`src/rtl/lbc_pkg.sv`:
```
package lbc_pkg;

    typedef enum logic [2:0] {
        ST_RESET  = 3'd0,
        ST_START  = 3'd1,
        ST_SEEK   = 3'd2,
        ST_LINKED = 3'd3,
        ST_PWRDN  = 3'd4,
        ST_FORCED = 3'd5
    } lbc_state_e;

    localparam logic [1:0] SPD_10   = 2'b00;
    localparam logic [1:0] SPD_100  = 2'b01;
    localparam logic [1:0] SPD_1000 = 2'b10;

endpackage

```
`src/rtl/lbc_cfg_regs.sv`:
```
module lbc_cfg_regs #(
    parameter int ADV_W = 10,
    parameter logic [ADV_W-1:0] ADV_DEF = '0
) (
    input  logic             clk,
    input  logic             rst_n,
    input  logic             swrst_wr,
    input  logic             restart_wr,
    input  logic             cfg_wr,
    input  logic             cfg_psave,
    input  logic             cfg_dshift,
    input  logic             adv_wr,
    input  logic [ADV_W-1:0] adv_wdata,
    input  logic             adv_lock,
    output logic             swrst_rd,
    output logic             restart_rd,
    output logic             psave_q,
    output logic             dshift_en_q,
    output logic [ADV_W-1:0] adv_q
);

    // self-clearing bits: read back as 1 for the cycle after the write
    always_ff @(posedge clk or negedge rst_n) begin
        if (!rst_n) begin
            swrst_rd   <= 1'b0;
            restart_rd <= 1'b0;
        end else begin
            swrst_rd   <= swrst_wr;
            restart_rd <= restart_wr;
        end
    end

    // persistent configuration, reset by either reset
    always_ff @(posedge clk or negedge rst_n) begin
        if (!rst_n) begin
            psave_q     <= 1'b1;
            dshift_en_q <= 1'b1;
            adv_q       <= ADV_DEF;
        end else if (swrst_wr) begin
            psave_q     <= 1'b1;
            dshift_en_q <= 1'b1;
            adv_q       <= ADV_DEF;
        end else begin
            if (cfg_wr) begin
                psave_q     <= cfg_psave;
                dshift_en_q <= cfg_dshift;
            end
            if (adv_wr && !adv_lock) begin
                adv_q <= adv_wdata;
            end
        end
    end

endmodule

```
`src/rtl/lbc_pulse_timer.sv`:
```
module lbc_pulse_timer #(
    parameter int PS_MS   = 50,
    parameter int NORM_MS = 16
) (
    input  logic clk,
    input  logic rst_n,
    input  logic load,
    input  logic run,
    input  logic tick,
    input  logic psave,
    output logic fire
);

    localparam int MAXV = (PS_MS > NORM_MS) ? PS_MS : NORM_MS;
    localparam int CW   = $clog2(MAXV + 1);
    localparam logic [CW-1:0] PS_V   = CW'(PS_MS);
    localparam logic [CW-1:0] NORM_V = CW'(NORM_MS);
    localparam logic [CW-1:0] ONE_V  = CW'(1);

    logic [CW-1:0] cnt_q;

    assign fire = run && tick && (cnt_q == ONE_V);

    always_ff @(posedge clk or negedge rst_n) begin
        if (!rst_n) begin
            cnt_q <= ONE_V;
        end else if (load) begin
            cnt_q <= ONE_V;
        end else if (run && tick) begin
            if (cnt_q == ONE_V) begin
                cnt_q <= psave ? PS_V : NORM_V;
            end else begin
                cnt_q <= cnt_q - ONE_V;
            end
        end
    end

endmodule

```
`src/rtl/lbc_fsm.sv`:
```
module lbc_fsm
    import lbc_pkg::*;
(
    input  logic       clk,
    input  logic       rst_n,
    input  logic       swrst_wr,
    input  logic       restart_wr,
    input  logic       pwr_down,
    input  logic       aneg_en,
    input  logic       link_up,
    input  logic       gig_fail,
    input  logic       dshift_en,
    input  logic       lp_fire,
    input  logic [1:0] held_spd,
    output lbc_state_e st_q,
    output logic       an_start,
    output logic       tmr_load,
    output logic       tmr_run,
    output logic       capture,
    output logic       dshift_q,
    output logic       lock_q
);

    lbc_state_e nxt;
    logic       ds_take;

    // next-state selection
    always_comb begin
        nxt     = st_q;
        ds_take = 1'b0;
        if (swrst_wr) begin
            nxt = ST_RESET;
        end else if (pwr_down) begin
            nxt = ST_PWRDN;
        end else begin
            unique case (st_q)
                ST_RESET, ST_PWRDN: nxt = aneg_en ? ST_START : ST_FORCED;
                ST_START:           nxt = aneg_en ? ST_SEEK : ST_FORCED;
                ST_SEEK: begin
                    if (!aneg_en) begin
                        nxt = ST_FORCED;
                    end else if (restart_wr) begin
                        nxt = ST_START;
                    end else if (link_up) begin
                        nxt = ST_LINKED;
                    end else if (gig_fail && dshift_en && !dshift_q) begin
                        nxt     = ST_START;
                        ds_take = 1'b1;
                    end
                end
                ST_LINKED: begin
                    if (!aneg_en) begin
                        nxt = ST_FORCED;
                    end else if (restart_wr || !link_up) begin
                        nxt = ST_START;
                    end
                end
                ST_FORCED: begin
                    if (aneg_en) begin
                        nxt = ST_START;
                    end
                end
                default: nxt = ST_RESET;
            endcase
        end
    end

    // state register and per-attempt flags
    always_ff @(posedge clk or negedge rst_n) begin
        if (!rst_n) begin
            st_q     <= ST_RESET;
            dshift_q <= 1'b0;
            lock_q   <= 1'b0;
        end else begin
            st_q   <= nxt;
            lock_q <= ((nxt == ST_SEEK) || (nxt == ST_LINKED)) && (lock_q || lp_fire);
            if (swrst_wr) begin
                dshift_q <= 1'b0;
            end else if (ds_take) begin
                dshift_q <= 1'b1;
            end else if ((st_q == ST_LINKED) && !link_up && (held_spd == SPD_100)) begin
                dshift_q <= 1'b0;
            end
        end
    end

    // state-decoded outputs
    always_comb begin
        an_start = (st_q == ST_START);
        tmr_load = (st_q == ST_START);
        tmr_run  = (st_q == ST_SEEK);
        capture  = (st_q == ST_SEEK) && (nxt == ST_LINKED);
    end

endmodule

```
`src/rtl/lbc_resolve.sv`:
```
module lbc_resolve
    import lbc_pkg::*;
(
    input  logic       clk,
    input  logic       rst_n,
    input  lbc_state_e st_q,
    input  logic       capture,
    input  logic       dshift_q,
    input  logic       prt_an,
    input  logic [1:0] prt_spd,
    input  logic       prt_full,
    input  logic [1:0] frc_spd,
    input  logic       frc_full,
    output logic [1:0] held_spd,
    output logic [1:0] res_spd,
    output logic       res_full
);

    logic held_full;

    always_ff @(posedge clk or negedge rst_n) begin
        if (!rst_n) begin
            held_spd  <= SPD_10;
            held_full <= 1'b0;
        end else if (capture) begin
            if (prt_an) begin
                if (prt_spd[1]) begin
                    held_spd <= dshift_q ? SPD_100 : SPD_1000;
                end else begin
                    held_spd <= prt_spd;
                end
                held_full <= prt_full;
            end else begin
                // parallel detection: half duplex, 10M or 100M only
                held_spd  <= (prt_spd == SPD_10) ? SPD_10 : SPD_100;
                held_full <= 1'b0;
            end
        end
    end

    always_comb begin
        unique case (st_q)
            ST_LINKED: begin
                res_spd  = held_spd;
                res_full = held_full;
            end
            ST_FORCED: begin
                res_spd  = frc_spd[1] ? SPD_1000 : {1'b0, frc_spd[0]};
                res_full = frc_full;
            end
            default: begin
                res_spd  = SPD_10;
                res_full = 1'b0;
            end
        endcase
    end

endmodule

```
`src/rtl/link_bringup_ctrl.sv`:
```
module link_bringup_ctrl
    import lbc_pkg::*;
#(
    parameter int ADV_W = 10,
    parameter logic [ADV_W-1:0] ADV_DEF = 10'h1E1,
    parameter int PS_MS   = 50,
    parameter int NORM_MS = 16
) (
    input  logic             clk,
    input  logic             rst_n,
    input  logic             swrst_wr,
    input  logic             restart_wr,
    input  logic             pwr_down,
    input  logic             aneg_en,
    input  logic             cfg_wr,
    input  logic             cfg_psave,
    input  logic             cfg_dshift,
    input  logic [1:0]       frc_spd,
    input  logic             frc_full,
    input  logic             adv_wr,
    input  logic [ADV_W-1:0] adv_wdata,
    input  logic             link_up,
    input  logic             gig_fail,
    input  logic             ms_tick,
    input  logic             prt_an,
    input  logic [1:0]       prt_spd,
    input  logic             prt_full,
    output logic             an_start,
    output logic             lp_send,
    output logic             adv_lock,
    output logic [ADV_W-1:0] adv_val,
    output logic             tgt_gig,
    output logic [1:0]       res_spd,
    output logic             res_full,
    output logic             restart_rd,
    output logic             swrst_rd
);

    lbc_state_e st_q;
    logic       psave_q;
    logic       dshift_en_q;
    logic       tmr_load;
    logic       tmr_run;
    logic       capture;
    logic       dshift_q;
    logic       lock_q;
    logic       fire;
    logic [1:0] held_spd;

    lbc_cfg_regs #(
        .ADV_W   (ADV_W),
        .ADV_DEF (ADV_DEF)
    ) u_regs (
        .clk         (clk),
        .rst_n       (rst_n),
        .swrst_wr    (swrst_wr),
        .restart_wr  (restart_wr),
        .cfg_wr      (cfg_wr),
        .cfg_psave   (cfg_psave),
        .cfg_dshift  (cfg_dshift),
        .adv_wr      (adv_wr),
        .adv_wdata   (adv_wdata),
        .adv_lock    (lock_q),
        .swrst_rd    (swrst_rd),
        .restart_rd  (restart_rd),
        .psave_q     (psave_q),
        .dshift_en_q (dshift_en_q),
        .adv_q       (adv_val)
    );

    lbc_pulse_timer #(
        .PS_MS   (PS_MS),
        .NORM_MS (NORM_MS)
    ) u_timer (
        .clk   (clk),
        .rst_n (rst_n),
        .load  (tmr_load),
        .run   (tmr_run),
        .tick  (ms_tick),
        .psave (psave_q),
        .fire  (fire)
    );

    lbc_fsm u_fsm (
        .clk        (clk),
        .rst_n      (rst_n),
        .swrst_wr   (swrst_wr),
        .restart_wr (restart_wr),
        .pwr_down   (pwr_down),
        .aneg_en    (aneg_en),
        .link_up    (link_up),
        .gig_fail   (gig_fail),
        .dshift_en  (dshift_en_q),
        .lp_fire    (fire),
        .held_spd   (held_spd),
        .st_q       (st_q),
        .an_start   (an_start),
        .tmr_load   (tmr_load),
        .tmr_run    (tmr_run),
        .capture    (capture),
        .dshift_q   (dshift_q),
        .lock_q     (lock_q)
    );

    lbc_resolve u_res (
        .clk      (clk),
        .rst_n    (rst_n),
        .st_q     (st_q),
        .capture  (capture),
        .dshift_q (dshift_q),
        .prt_an   (prt_an),
        .prt_spd  (prt_spd),
        .prt_full (prt_full),
        .frc_spd  (frc_spd),
        .frc_full (frc_full),
        .held_spd (held_spd),
        .res_spd  (res_spd),
        .res_full (res_full)
    );

    assign lp_send  = fire;
    assign adv_lock = lock_q;
    assign tgt_gig  = !dshift_q;

endmodule

```
`config.mk`:
```
export PLATFORM = sky130hd
export DESIGN_NAME = link_bringup_ctrl
export DESIGN_NICKNAME = d
export VERILOG_FILES = /design/src/rtl/lbc_pkg.sv /design/src/rtl/lbc_cfg_regs.sv /design/src/rtl/lbc_pulse_timer.sv /design/src/rtl/lbc_fsm.sv /design/src/rtl/lbc_resolve.sv /design/src/rtl/link_bringup_ctrl.sv
export SDC_FILE = /design/constraint.sdc
export NUM_CORES = 1
export LEC_CHECK = 0
export CAP_MARGIN = 20
export CORE_MARGIN = 4
export CORE_UTILIZATION = 40
export CTS_BUF_LIST = sky130_fd_sc_hd__clkbuf_2
export DETAILED_ROUTE_END_ITERATION = 10
export GPL_TIMING_DRIVEN = 0
export PLACE_DENSITY_LB_ADDON = 0.1
export SLEW_MARGIN = 20
export SYNTH_ARGS = -nofsm -noshare
export SYNTH_HDL_FRONTEND = slang
export SYNTH_HIERARCHICAL = 1
export SYNTH_SLANG_ARGS = --single-unit
```
`constraint.sdc`:
```
create_clock -name clk -period 5.4 [get_ports clk]
set_clock_uncertainty 0.1 [all_clocks]
set_input_delay 0.54 -clock clk [delete_from_list [all_inputs] [get_ports clk]]
set_output_delay 0.54 -clock clk [all_outputs]
set_load 0.01 [all_outputs]
```
==> summary.txt, run 1 <==
Worst setup path
  • CP startpoint kind: flop
  • Arrival @ worst endpoint: about 2.7 ns
  • Worst Path Required: between 4 and 5 ns
  • R2R Path End: u_res/held_spd[1]$_DFFE_PN0P_
  • CP Max Fanout: 7
  • CP peak stage delay: ~0.65 ns
  • Worst R2R Start: u_fsm/st_q[1]$_DFF_PN0_
  • R2R Setup Slk: 3.26 ns
  • Cell Chain, Critical Path: ha_1, or4b_4, nor3_1, clkdlybuf4s50_1
  • Reg2reg path depth: 4
  • WS Path Type: flop to output port
  • CP max-delay cell: dfstp_2
  • Setup crit end kind: output port

Global routing
  • First-pass GRT wire length: approximately 6400 um
  • Antenna violations before repair: 0
  • Largest net degree at the start of global routing: 29
  • Total GRT Usage: 0.1561
  • Grt total ovfl: 0
  • Vias in the first global route: around 1.4k

Drt
  • DR WL/cell: 14.91 um
  • Via density: 5.229
  • Router iterations before antenna repair: 4
  • Drt total wl: roughly 3700 um
  • DRC errors left: 0
  • Via count: approximately 1.3k
  • Final ANT Viol Nets: 0
  • Initial drt markers: 110

Clock network
  • Root Driver: clkbuf_2
  • Clk_lat worst skew: ~0.35 ns
  • CTS tree: yes
  • Clock slew at reported path FFs: roughly 0.26 ns
  • Post CTS Setup Buffer Count: 0
  • TritonCTS sink count: 28
  • Cts bufs inserted: 3
  • Hold-fix buffers, CTS: 0
  • Resized cells post-CTS: 0
  • H-tree depth: 1
  • Clock buffer depth: 2

STA
  • Post-route minimum period: ~3.4 ns
  • TNS Setup: 0 ns
  • Fin crit share: 0.6218
  • Slew Viols, Final: 0
  • RSZ-0062 raised after global routing: false
  • Setup Viol. Count Final: 0
  • Slew @ Worst Pin: around 0.62 ns
  • Final hold violations: 0
  • Max_slew headroom: 0.5816
  • Fmax: between 0.2 and 0.3 GHz

Logic synthesis
  • Post-synth ARST share: 1.000
  • Dominant cell type by area after synthesis: dfrtp_1
  • Unique masters post-synth: slightly below 50
  • Synthesis-stage register bit count: 28
  • Yosys warning count: 6
  • Top cells by area, synth: dfrtp_1, dfstp_2, nor2_1
  • Synthesized area: roughly 1600 um^2
  • Syn_nets: about 180
  • Seq/Total Area, Yosys: 0.4537
  • Post-synth EDFFs: 0
  • Main synth FF type: dfrtp_1
  • Mean area per synthesized cell: 10.51 um^2
  • Mapped Cells: approximately 150
  • Top cell type's share of synthesized area: 0.3195

Place
  • Final Wtd Congestion: about 0.77
  • Inst Count DP: about 250
  • Placed cell area: 2102 um^2
  • HPWL after DPL: ~2800 um
  • PortBufs: between 40 and 50

Layout
  • Share of cells above drive strength 1: 0.1393
  • Final core occ: 0.5707
  • Cell area after layout: approximately 2100 um^2
  • Final Non-Filler Cells: between 200 and 250
  • Synth-to-Final Area Change: 35.38%
  • # fillers: about 350
  • N_diodes: 0
  • Nets: roughly 230

Floorplanning
  • Row cnt: 22
  • Die height: between 70 and 80 um
  • Core area: around 3700 um^2
  • Starting Density: 0.4215
  • I/O pins: between 40 and 50
  • Total die area: 4982 um^2
  • Die Wd: between 70 and 80 um

Pwr
  • Power, Total: 0.0003942 W
  • LEAKAGE: 0.8521 nW
  • Pwr dens: approximately 190 nW/um^2
  • Maximum vdd drop: a little over 0.08 mV

Flow run
  • Max cap viols: 0

Hold path
  • Min-Delay Path Class: primary input to asynchronous set/reset pin

Outcome
  • Status: finished clean
## cells in the mapped netlist, types with 2 or more instances
master,count
or2b_1,3
nor2_1,20
a211o_2,2
dfstp_2,8
o22ai_1,2
nor3_1,5
a21oi_1,6
nand2_1,3
dfrtp_1,20
nand3b_1,9
o21a_1,2
and3b_1,3
o21ai_0,3
nand2b_1,5
o21ai_1,5
mux2i_1,5
buf_6,3
a21boi_0,2
nand4bb_1,6
inv_1,7
ha_1,2
## metrics by stage
stage                     setup slack (ns)  hold WS, ns
after floorplan                      3.218       0.1444
after global placement               2.522       0.3988
after detailed placement             2.526       0.4138
after CTS                            2.058      0.03754
after global routing                 1.956      0.03164
final                                2.042      0.04655
## kinds of logic (layout without fill, tap and decap cells)
family,Yosys count,count (layout),share of synthesized area
flops,28,28,0.4537
simple gates,68,68,0.2851
buf+inv,12,64,0.04553
fa+ha+maj,2,2,0.01597
compound gates,32,32,0.1510
mux,7,7,0.04872
## registers in the layout (all words and copies together) (netlist names)
register and count:
u_regs/adv_q 10, u_timer/cnt_q 6, u_fsm/st_q 3, u_res/held_spd 2, u_fsm/dshift_q 1, u_fsm/lock_q 1, u_regs/dshift_en_q 1, u_regs/psave_q 1
u_regs/restart_rd 1, u_regs/swrst_rd 1, u_res/held_full 1
## metal layers
layer	GRT usage	vias up	wire [um]
li1	-	648	-
met2	0.2703	27	1860
met1	0.1941	621	1646
met3	0.02841	6	144
met5	0	-	0
met4	0.05846	0	60
## where the power goes
group | leakage (nW) | internal [W] | switching (W) | total (W)
clock | 0.0140 | 0.0000161 | 0.0000611 | 0.0000772
combinational | 0.498 | 0.0000506 | 0.0000351 | 0.0000856
sequential | 0.340 | 0.000222 | 0.00000886 | 0.000231
total | 0.852 | 0.000289 | 0.000105 | 0.000394
## worst max-delay path by stage
stage                                             from       to  cells after the start  slack [ns]
after floorplan           u_timer/cnt_q[0]$_DFFE_PN1P_  lp_send                      3        3.22
after global routing      u_timer/cnt_q[0]$_DFFE_PN1P_  lp_send                      4        1.96
after global placement                         ms_tick  lp_send                      4        2.52
final                     u_timer/cnt_q[0]$_DFFE_PN1P_  lp_send                      4        2.04
after CTS                 u_timer/cnt_q[0]$_DFFE_PN1P_  lp_send                      4        2.06
after detailed placement                       ms_tick  lp_send                      4        2.53
## final cells by class
| type | count | area [um^2] | area share |
|---|---|---|---|
| flip-flops and latches | 28 | 710.7 | 0.3351 |
| clock inverters | 1 | 3.754 | 0.001770 |
| clock buffers | 3 | 15.01 | 0.007080 |
| repair buffers | 48 | 475.5 | 0.2242 |
| multi-input cells | 109 | 784.5 | 0.3699 |
| well taps | 48 | 60.06 | 0.02832 |
| inverters | 7 | 26.28 | 0.01239 |
| plain buffers | 5 | 45.04 | 0.02124 |
## cell usage in the layout (no fill, tap or decap), drive strengths merged, types with 2 or more instances in the layout
cell type	instances
nand2	3
a211o	2
and2b	3
o311ai	2
inv	7
mux2i	5
o21ai	8
a21boi	3
o21a	2
dfrtp	20
nand2b	6
nor2b	2
nand3b	9
mux2	2
nor2	20
clkdlybuf4s50	47
and3b	3
o22ai	2
nor3	5
or2b	3
dfstp	8
nand4bb	6
ha	2
buf	6
clkbuf	3
a21oi	6
## worst max-delay path, delay by kind of cell, from the launching register on
family / cells / cell delay, ns
adders and majority gates: 1 / 0.22
and+or+nand+nor: 2 / 0.87
DFF: 1 / 0.65
buffers and inverters: 1 / 0.62
Power figures use the tool's default switching activity.
==> run 2: changes to the inputs <==
clock period = 2.7 ns   (was 5.4 ns; I/O delays follow)
==> run 2 against run 1 <==
Sequential cell count did not move; final cell count up 0.80%; die area unchanged; register-to-register slack worse by 2.7 ns.
==> summary.txt, run 2 (synthesized netlist as in run 1, its figures left out) <==
Floorplanning
  • Core area: approximately 3700 um^2
  • I/O pins: slightly below 50
  • Die height: 70.58 um
  • Die Wd: between 70 and 80 um
  • Total die area: about 5000 um^2
  • Starting Density: 0.4215
  • Row cnt: 22

STA
  • Slew @ Worst Pin: approximately 0.62 ns
  • Fin crit share: 0.9352
  • RSZ-0062 raised after global routing: false
  • Fmax: approximately 0.4 GHz
  • Final hold violations: 0
  • Max_slew headroom: 0.5843
  • Slew Viols, Final: 0
  • TNS Setup: 0 ns
  • Setup Viol. Count Final: 0
  • Post-route minimum period: approximately 2.5 ns
  • Final worst setup slack: ~0.17 ns
  • WHS: about 0.31 ns

Drt
  • Via density: a little over 5
  • Via count: 1303
  • Initial drt markers: about 110
  • Router iterations before antenna repair: 4
  • DRC errors left: 0
  • Drt total wl: between 3000 and 4000 um
  • DR WL/cell: 15.04 um
  • Final ANT Viol Nets: 0

Global routing
  • Vias in the first global route: about 1.4k
  • Antenna violations before repair: 0
  • Grt total ovfl: 0
  • Largest net degree at the start of global routing: 29
  • First-pass GRT wire length: around 6400 um
  • Total GRT Usage: 0.1576

Worst setup path
  • CP startpoint kind: flop
  • WS Path Type: flop to output port
  • Worst Path Required: between 2 and 2.5 ns
  • Reg2reg path depth: 4
  • Setup crit end kind: output port
  • CP Max Fanout: 5
  • Arrival @ worst endpoint: roughly 2.2 ns

Pwr
  • LEAKAGE: between 0.8 and 0.9 nW
  • Pwr dens: approximately 370 nW/um^2
  • Maximum vdd drop: 0.1640 mV

Clock network
  • Clock buffer depth: 2
  • TritonCTS sink count: 28
  • Root Driver: clkbuf_2
  • Cts bufs inserted: 3
  • Clock slew at reported path FFs: approximately 0.26 ns
  • Clk_lat worst skew: between 0.3 and 0.4 ns
  • H-tree depth: 1
  • CTS tree: yes

Layout
  • Largest regs: u_regs/adv_q (10), u_timer/cnt_q (6), u_fsm/st_q (3)
  • Most frequent cells in the layout: clkdlybuf4s50_1, nor2_1, dfrtp_1
  • Final Non-Filler Cells: around 250
  • Largest register FFs: 10
  • Commonest non-fill, non-tap cell in the layout: clkdlybuf4s50_1
  • Largest reg by FF count: u_regs/adv_q
  • Share of cells above drive strength 1: 0.1478
  • N_diodes: 0
  • Nets: between 200 and 250
  • Synth-to-Final Area Change: 37.14%

Place
  • Inst Count DP: 245
  • PortBufs: 48
  • HPWL after DPL: 2824 um
  • Final Wtd Congestion: 0.7715
  • Placement Setup Slack: about 0.11 ns

Outcome
  • Status: finished clean

Flow run
  • Max cap viols: 0

Hold path
  • Min-Delay Path Class: primary input to asynchronous set/reset pin
-- run 2: changes by cell type in the layout (fill, tap and decap cells not counted) --
cell,delta
buf_4,+1
clkdlybuf4s50_1,-1
dlygate4sd2_1,+1
dlygate4sd3_1,+1
nor3_1,-1
nor3_4,+1
-- run 2: worst paths after layout --
kind                                               from                            end  slack, ns
max                        u_timer/cnt_q[0]$_DFFE_PN1P_                        lp_send       0.17
max reg2reg                     u_fsm/st_q[1]$_DFF_PN0_  u_res/held_spd[1]$_DFFE_PN0P_       0.57
min in group clk                           adv_wdata[6]    u_regs/adv_q[6]$_DFFE_PN1P_       0.33
max in group asynchronous                         rst_n    u_res/held_full$_DFFE_PN0P_       1.79
min reg2reg                 u_regs/adv_q[7]$_DFFE_PN1P_    u_regs/adv_q[7]$_DFFE_PN1P_       0.43
min                                               rst_n   u_timer/cnt_q[4]$_DFFE_PN0P_       0.31
-- run 2: per-stage QoR --
| stage | total power, W | util | cell area (um^2) |
|---|---|---|---|
| after floorplan | 0.0005438 | - | 1567 |
| after global placement | 0.0006357 | 0.5670 | 2107 |
| after detailed placement | 0.0006412 | 0.5657 | 2102 |
| after CTS | 0.0008019 | 0.5781 | 2148 |
| after global routing | 0.0008432 | 0.5781 | 2148 |
| final | 0.0007922 | 0.5781 | 2148 |
-- run 2: report_power, final --
group          total (W)  switching [W]  internal [W]
registers       0.000462      0.0000172      0.000445
logic           0.000175      0.0000723      0.000103
clock network   0.000155       0.000123     0.0000322
total           0.000792       0.000212      0.000580
-- run 2: critical path, stage by stage, from the launching register on --
cell	delay [ns]
dfstp_2	0.60
ha_1	0.19
or4b_4	0.53
nor3_4	0.19
dlygate4sd2_1	0.30
-- run 2: routing by layer --
metal  vias up  track usage  wire (um)
met4         0      0.05846         60
met5         -            0          0
met3         6      0.02699        145
met1       619       0.1942       1636
met2        27       0.2765       1933
li1        651            -          -
-- run 2: timing repair --
action | 4_1_cts | 5_1_grt
setup endpoints to repair | 1 | 0
hold buffers | 1 | 0
endpoints found under the hold margin | 20 | 0
resized for setup | 3 | 0
setup buffers | 1 | 0
-- run 2: cell type report --
type	count	area, um^2
well taps	48	60.06
clock buffers	3	15.01
multi-input cells	109	795.8
flip-flops and latches	28	710.7
clock inverters	1	3.754
plain buffers	5	45.04
inverters	7	26.28
repair buffers	50	491.7
fillers	355	1568
